<file path="config.mk">
export PLATFORM = sky130hd
export DESIGN_NAME = fsf_service_flags
export DESIGN_NICKNAME = d
export VERILOG_FILES = /design/src/rtl/fsf_pkg.sv /design/src/rtl/fsf_dir_track.sv /design/src/rtl/fsf_sticky.sv /design/src/rtl/fsf_service_flags.sv
export SDC_FILE = /design/constraint.sdc
export NUM_CORES = 1
export LEC_CHECK = 0
export CAP_MARGIN = 20
export CORE_MARGIN = 3
export CORE_UTILIZATION = 45
export DETAILED_ROUTE_END_ITERATION = 6
export PLACE_DENSITY = 0.67
export SYNTH_ARGS = -nofsm -noshare
export SYNTH_HDL_FRONTEND = slang
export SYNTH_SLANG_ARGS = --single-unit
</file>
<file path="constraint.sdc">
create_clock -name clk -period 3.5 [get_ports clk]
set_clock_uncertainty 0.1 [all_clocks]
set_input_delay 0.7 -clock clk [delete_from_list [all_inputs] [get_ports clk]]
set_output_delay 0.7 -clock clk [all_outputs]
set_load 0.05 [all_outputs]
</file>
<file path="src/rtl/fsf_pkg.sv">
package fsf_pkg;

  // words per block for a 2-bit block code: 0 -> 1 word, n -> 4*n words
  function automatic int unsigned blk_words(input logic [1:0] code);
    return (code == 2'd0) ? 1 : 4 * int'(code);
  endfunction

  // FIFO depth in words: block times (2 << depth code)
  function automatic int unsigned fifo_words(input logic [1:0] bcode,
                                             input logic [2:0] dcode);
    return blk_words(bcode) * (2 << dcode);
  endfunction

  function automatic int unsigned max2(input int unsigned a, input int unsigned b);
    return (a > b) ? a : b;
  endfunction

  typedef enum logic [2:0] {
    A_STATUS = 3'd0,
    A_ERR    = 3'd1,
    A_ERR_EN = 3'd2,
    A_MASK   = 3'd3,
    A_RX_CNT = 3'd4,
    A_TX_CNT = 3'd5
  } fsf_addr_e;

  // status bit positions (software decodes these)
  localparam int ST_RX_BLK  = 13;
  localparam int ST_TX_BLK  = 12;
  localparam int ST_RX_DONE = 11;
  localparam int ST_TX_DONE = 10;
  localparam int ST_RX_SVC  = 9;
  localparam int ST_TX_SVC  = 8;

endpackage

</file>
<file path="src/rtl/fsf_dir_track.sv">
module fsf_dir_track #(
  parameter int BLK   = 4,
  parameter int DEPTH = 8,
  parameter int LVL_W = 4,
  parameter int CNT_W = 16
) (
  input  logic             clk,
  input  logic             rst_n,
  input  logic             restart,
  input  logic             fill,
  input  logic             drain,
  input  logic [LVL_W-1:0] level,
  input  logic [CNT_W-1:0] target,
  output logic             fill_wrap,
  output logic             drain_wrap,
  output logic             done_evt,
  output logic             over_evt,
  output logic             under_evt,
  output logic             have_block,
  output logic             room_block,
  output logic             full,
  output logic             nonempty
);
  localparam int BCW = (BLK > 1) ? $clog2(BLK) : 1;
  localparam logic [BCW-1:0] BLK_LAST = BCW'(BLK - 1);

  logic [BCW-1:0]   fill_cnt, drain_cnt;
  logic [CNT_W-1:0] word_cnt;
  logic             fill_ok, drain_ok;

  assign full       = (level == LVL_W'(DEPTH));
  assign nonempty   = (level != '0);
  assign have_block = (level >= LVL_W'(BLK));
  assign room_block = ({1'b0, level} + (LVL_W+1)'(BLK)) <= (LVL_W+1)'(DEPTH);

  assign fill_ok   = fill && !full;
  assign drain_ok  = drain && nonempty;
  assign over_evt  = fill && full;
  assign under_evt = drain && !nonempty;

  assign fill_wrap  = fill_ok && (fill_cnt == BLK_LAST);
  assign drain_wrap = drain_ok && (drain_cnt == BLK_LAST);
  assign done_evt   = drain_ok && (target != '0) && ((word_cnt + 1'b1) == target);

  always_ff @(posedge clk or negedge rst_n) begin
    if (!rst_n) begin
      fill_cnt  <= '0;
      drain_cnt <= '0;
      word_cnt  <= '0;
    end else if (restart) begin
      fill_cnt  <= '0;
      drain_cnt <= '0;
      word_cnt  <= '0;
    end else begin
      if (fill_ok)  fill_cnt  <= fill_wrap  ? '0 : fill_cnt + 1'b1;
      if (drain_ok) drain_cnt <= drain_wrap ? '0 : drain_cnt + 1'b1;
      if (drain_ok) word_cnt  <= word_cnt + 1'b1;
    end
  end
endmodule

</file>
<file path="src/rtl/fsf_sticky.sv">
module fsf_sticky #(
  parameter int N = 4
) (
  input  logic         clk,
  input  logic         rst_n,
  input  logic [N-1:0] set,
  input  logic [N-1:0] clr,
  output logic [N-1:0] q
);
  for (genvar i = 0; i < N; i++) begin : g_bit
    always_ff @(posedge clk or negedge rst_n) begin
      if (!rst_n)      q[i] <= 1'b0;
      else if (set[i]) q[i] <= 1'b1;
      else if (clr[i]) q[i] <= 1'b0;
    end
  end
endmodule

</file>
<file path="src/rtl/fsf_service_flags.sv">
module fsf_service_flags
  import fsf_pkg::*;
#(
  parameter logic [9:0] IO_SIZES = 10'h028,
  parameter int CNT_W = 16,
  localparam int RX_BLK   = blk_words(IO_SIZES[6:5]),
  localparam int RX_DEPTH = fifo_words(IO_SIZES[6:5], IO_SIZES[9:7]),
  localparam int TX_BLK   = blk_words(IO_SIZES[1:0]),
  localparam int TX_DEPTH = fifo_words(IO_SIZES[1:0], IO_SIZES[4:2]),
  localparam int LVL_W    = $clog2(max2(RX_DEPTH, TX_DEPTH) + 1)
) (
  input  logic             clk,
  input  logic             rst_n,
  input  logic             rx_push,
  input  logic             rx_pop,
  input  logic [LVL_W-1:0] rx_level,
  input  logic             tx_push,
  input  logic             tx_pop,
  input  logic [LVL_W-1:0] tx_level,
  input  logic             reg_wr,
  input  logic [2:0]       reg_addr,
  input  logic [CNT_W-1:0] reg_wdata,
  output logic [13:0]      op_status,
  output logic [5:0]       err_flags,
  output logic             irq
);
  // decoded writes
  logic wr_status, wr_err, wr_err_en, wr_mask, wr_rx_cnt, wr_tx_cnt;
  assign wr_status = reg_wr && (reg_addr == A_STATUS);
  assign wr_err    = reg_wr && (reg_addr == A_ERR);
  assign wr_err_en = reg_wr && (reg_addr == A_ERR_EN);
  assign wr_mask   = reg_wr && (reg_addr == A_MASK);
  assign wr_rx_cnt = reg_wr && (reg_addr == A_RX_CNT);
  assign wr_tx_cnt = reg_wr && (reg_addr == A_TX_CNT);

  logic [CNT_W-1:0] rx_target, tx_target;
  logic [5:2]       err_en;
  logic [9:8]       op_mask;

  always_ff @(posedge clk or negedge rst_n) begin
    if (!rst_n) begin
      rx_target <= '0;
      tx_target <= '0;
      err_en    <= '0;
      op_mask   <= '0;
    end else begin
      if (wr_rx_cnt) rx_target <= reg_wdata;
      if (wr_tx_cnt) tx_target <= reg_wdata;
      if (wr_err_en) err_en    <= reg_wdata[5:2];
      if (wr_mask)   op_mask   <= reg_wdata[9:8];
    end
  end

  // per-direction tracking; named event wires are also used by the checker
  logic rx_fill_wrap, rx_drain_wrap, rx_done_evt, rx_over_evt, rx_under_evt;
  logic rx_have_blk, rx_room_blk, rx_full, rx_nonempty;
  logic tx_fill_wrap, tx_drain_wrap, tx_done_evt, tx_over_evt, tx_under_evt;
  logic tx_have_blk, tx_room_blk, tx_full, tx_nonempty;

  fsf_dir_track #(.BLK(RX_BLK), .DEPTH(RX_DEPTH), .LVL_W(LVL_W), .CNT_W(CNT_W)) rx_trk_i (
    .clk(clk), .rst_n(rst_n), .restart(wr_rx_cnt),
    .fill(rx_push), .drain(rx_pop), .level(rx_level), .target(rx_target),
    .fill_wrap(rx_fill_wrap), .drain_wrap(rx_drain_wrap), .done_evt(rx_done_evt),
    .over_evt(rx_over_evt), .under_evt(rx_under_evt), .have_block(rx_have_blk),
    .room_block(rx_room_blk), .full(rx_full), .nonempty(rx_nonempty));

  fsf_dir_track #(.BLK(TX_BLK), .DEPTH(TX_DEPTH), .LVL_W(LVL_W), .CNT_W(CNT_W)) tx_trk_i (
    .clk(clk), .rst_n(rst_n), .restart(wr_tx_cnt),
    .fill(tx_push), .drain(tx_pop), .level(tx_level), .target(tx_target),
    .fill_wrap(tx_fill_wrap), .drain_wrap(tx_drain_wrap), .done_evt(tx_done_evt),
    .over_evt(tx_over_evt), .under_evt(tx_under_evt), .have_block(tx_have_blk),
    .room_block(tx_room_blk), .full(tx_full), .nonempty(tx_nonempty));

  // receive service: a block arrived, or the last counted word left (sticky end)
  logic rx_svc_set, tx_svc_set;
  assign rx_svc_set = rx_fill_wrap || rx_done_evt;
  assign tx_svc_set = tx_drain_wrap;

  // sticky status: [3]=rx done, [2]=tx done, [1]=rx service, [0]=tx service
  logic [3:0] st_set, st_clr, st_q;
  assign st_set = {rx_done_evt, tx_done_evt, rx_svc_set, tx_svc_set};
  assign st_clr = (wr_status ? reg_wdata[11:8] : 4'b0)
                | {wr_rx_cnt, wr_tx_cnt, 2'b00};

  fsf_sticky #(.N(4)) st_i (.clk(clk), .rst_n(rst_n), .set(st_set), .clr(st_clr), .q(st_q));

  // errors: [5] tx overrun, [4] rx underrun, [3] tx underrun, [2] rx overrun
  logic [5:2] er_evt, er_q;
  assign er_evt = {tx_over_evt, rx_under_evt, tx_under_evt, rx_over_evt};

  fsf_sticky #(.N(4)) er_i (
    .clk(clk), .rst_n(rst_n),
    .set(er_evt & err_en),
    .clr(wr_err ? reg_wdata[5:2] : 4'b0),
    .q(er_q));

  assign op_status = {rx_have_blk, tx_room_blk, st_q,
                      rx_full, tx_full, rx_nonempty, tx_nonempty, 4'b0000};
  assign err_flags = {er_q, 2'b00};

  assign irq = (|er_q) || st_q[3] || st_q[2]
             || (st_q[1] && !op_mask[9]) || (st_q[0] && !op_mask[8]);
endmodule

</file>
==> results.tsv <==
stage	metric	value	unit
pwr	sw frac	0.353	
global_routing	M3 GR Usage	0.0468	
min_path	worst hold path type	in2async	
drt	DRC	0	
logic_synthesis	Post-synth EDFFs	0	
placed_design	port bufs	48	
pwr	sequential power share	0.465	
global_routing	first-pass GRT wire length	18500	um
clock_tree	CTS tree	yes	
cells_and_area	Finished Layout Cells	670	
pwr	Psw	1.04	mW
global_routing	GR peak layer	met2	
global_routing	gr usage total	0.204	
pwr	Pleak	2.25	nW
sta	Max Fclk	0.308	GHz
logic_synthesis	Post-Synthesis Cell Area	4630	um2
setup_path	Setup CP Type	in2out	
placed_design	dpl ws	248	ps
global_routing	largest net degree at the start of global routing	82	
clock_tree	CTS Buf Count	9	
global_routing	vias in the first global route	3810	
clock_tree	Clock Sinks	81	
sta	Final Setup Violations	0	
cells_and_area	diode count	0	
sta	hold slack	58.3	ps
floorplan	row cnt	36	
setup_path	startpoint types	input port	
sta	max_slew headroom	0.523	
setup_path	crit-path max FO	4	
logic_synthesis	post-synthesis cell count	502	
status	outcome	completed	
cells_and_area	final instance area	5360	um2
placed_design	Placed Area	5120	um2
pwr	Comb pwr share	0.283	
drt	Vias/cell	5.69	
clock_tree	post-cts hold buffer count	0	
cells_and_area	Area Growth Syn to Fin	15.6	%
global_routing	met2 GRT Util	0.303	
cells_and_area	most common cell after layout, fill and taps aside	nand2_1	
cells_and_area	Nets	569	
floorplan	initial core utilization	0.468	
cells_and_area	Multi-input gate area	2410	um2
sta	final setup margin	252	ps
floorplan	core area	9910	um2
pwr	PD cells	550	nW/um2
floorplan	# IOs	55	
placed_design	dpl cells	653	
clock_tree	maximum clock insertion buffer count	2	
clock_tree	clock slew at reported path FFs	80	ps
setup_path	critical path arrival	2450	ps
cells_and_area	commonest cells after routing, fill and taps aside	nand2_1, dfrtp_1, clkdlybuf4s50_1, nor2_1, xnor2_1	
drt	routed len/inst	16.6	um
cells_and_area	layout cells sized above 1	0.101	
drt	via count	3810	
setup_path	Critical Path Sink Type	output pin	
placed_design	Routability Congestion	0.882	
logic_synthesis	average size of a mapped cell	9.23	um2
drt	DRT Wirelength	11100	um
logic_synthesis	sequential cell area fraction in the yosys report	0.437	
clock_tree	post-CTS sizing	0	
placed_design	DPL Wire Length	7860	um
logic_synthesis	top_reg_cell synth	dfrtp_1	
setup_path	Worst Path Required	2700	ps
logic_synthesis	Synth Warn #	0	
drt	drt first pass iters	5	
logic_synthesis	fraction of registers with async set/reset	1.00	
floorplan	Die ar.	11500	um2
pwr	clock power share	0.252	
pwr	total power	2.94	mW
cells_and_area	register area	2030	um2
sta	clock period minus worst slack	3250	ps
logic_synthesis	post-synth cell types	53	
floorplan	die span in y	107	um
pwr	Peak VDD IR	320	uV
clock_tree	H-tree levels	3	
pwr	Cell Int Power	1.90	mW
sta	fin crit share	0.928	
sta	final hold vios	0	
clock_tree	Post-CTS Setup Inserts	0	
drt	Iter 0 DRT Violations	327	
global_routing	initial antenna violation count	0	
cells_and_area	filler instances	927	
clock_tree	Clock Latency Late Sink	350	ps
sta	RSZ-0062 raised after global routing	no	
flow_run	max_cap viols	0	
sta	Tightest Pin Transition	714	ps
drt	Antenna Nets Post-Route	0	
setup_path	Reg2Reg Launch Point	tx_trk_i.word_cnt[0]	
sta	Slew Limit Fails	0	
setup_path	Crit. Startpoint	tx_level[0]	
sta	setup_tns	0	ps
logic_synthesis	Yosys reg bits	81	
floorplan	Die X	107	um
cells_and_area	Final Util	0.540	
clock_tree	CTS Root Cell	clkbuf_8	
global_routing	grt total ovfl	0	
global_routing	met1 Use GR	0.291	
## sequential cells by signal (all words and copies together), names as in the netlist, 4 cells and up
name,count
er_i.q,4
err_en,4
tx_trk_i.word_cnt,16
rx_target,16
st_i.q,4
rx_trk_i.word_cnt,16
tx_target,16
## power by group through the flow
stage                     Clock [mW]  Sequential (mW)  Combinational (mW)
final                          0.741             1.37               0.833
after global routing           0.802             1.40               0.928
after CTS                      0.757             1.36               0.831
after detailed placement           0             1.38               0.824
after global placement             0             1.37               0.803
after floorplan                    0             1.33               0.610
## layer usage
| layer | part of all wire | wire [um] | vias to the layer above |
|---|---|---|---|
| met5 | 0 | 0 | - |
| li1 | - | - | 1796 |
| met2 | 0.45 | 5000 | 134 |
| met1 | 0.47 | 5270 | 1859 |
| met3 | 0.061 | 679 | 21 |
| met4 | 0.016 | 183 | 0 |
## cell type report
class / instances / share of cell area
multi-input combinational: 382 / 0.450
sequential: 81 / 0.379
timing repair buffer: 51 / 0.0958
tap: 133 / 0.0311
clock buffer: 11 / 0.0245
clock inverter: 5 / 0.0150
inverter: 7 / 0.00491
## critical path, cell delays in order
cell,delay [ps]
clkdlybuf4s50_1,420
or4_1,590
clkdlybuf4s50_1,740
## cell families after synthesis
kind of cell,after synthesis,share of synthesized area
simple gates,240,0.262
flops,81,0.437
xor+xnor,61,0.115
compound gates,49,0.0726
buf+inv,44,0.0481
mux,23,0.0556
fa+ha+maj,3,0.00810
other cells,1,0.000809
## synth_stat cells, drive strengths merged (5+ instances only)
| library cell | count | share of area |
|---|---|---|
| and3 | 7 | 0.0095 |
| nor3 | 12 | 0.014 |
| and4 | 5 | 0.0097 |
| xor2 | 27 | 0.051 |
| or3 | 7 | 0.0095 |
| nor2 | 41 | 0.033 |
| nor4 | 18 | 0.024 |
| a21oi | 14 | 0.015 |
| mux2 | 22 | 0.053 |
| nand3 | 18 | 0.019 |
| dfrtp | 81 | 0.44 |
| clkbuf | 16 | 0.013 |
| buf | 21 | 0.029 |
| nand2b | 8 | 0.011 |
| nand2 | 84 | 0.068 |
| inv | 7 | 0.0057 |
| o21ai | 12 | 0.013 |
| xnor2 | 34 | 0.064 |
| nand4 | 19 | 0.030 |
## path summary, 6_finish.rpt
| path | endpoint | slack, ps | cells past startpoint |
|---|---|---|---|
| max in group asynchronous | tx_target[4] | 2660 | 2 |
| worst max register to register | st_i.q[2] | 820 | 7 |
| min in group clk | st_i.q[0] | 370 | 1 |
| worst min register to register | st_i.q[0] | 370 | 1 |
| worst min-delay path | tx_trk_i.word_cnt[2] | 60 | 1 |
| worst max-delay path | op_status[4] | 250 | 3 |
Note: power is estimated with default switching activity, not from simulation.
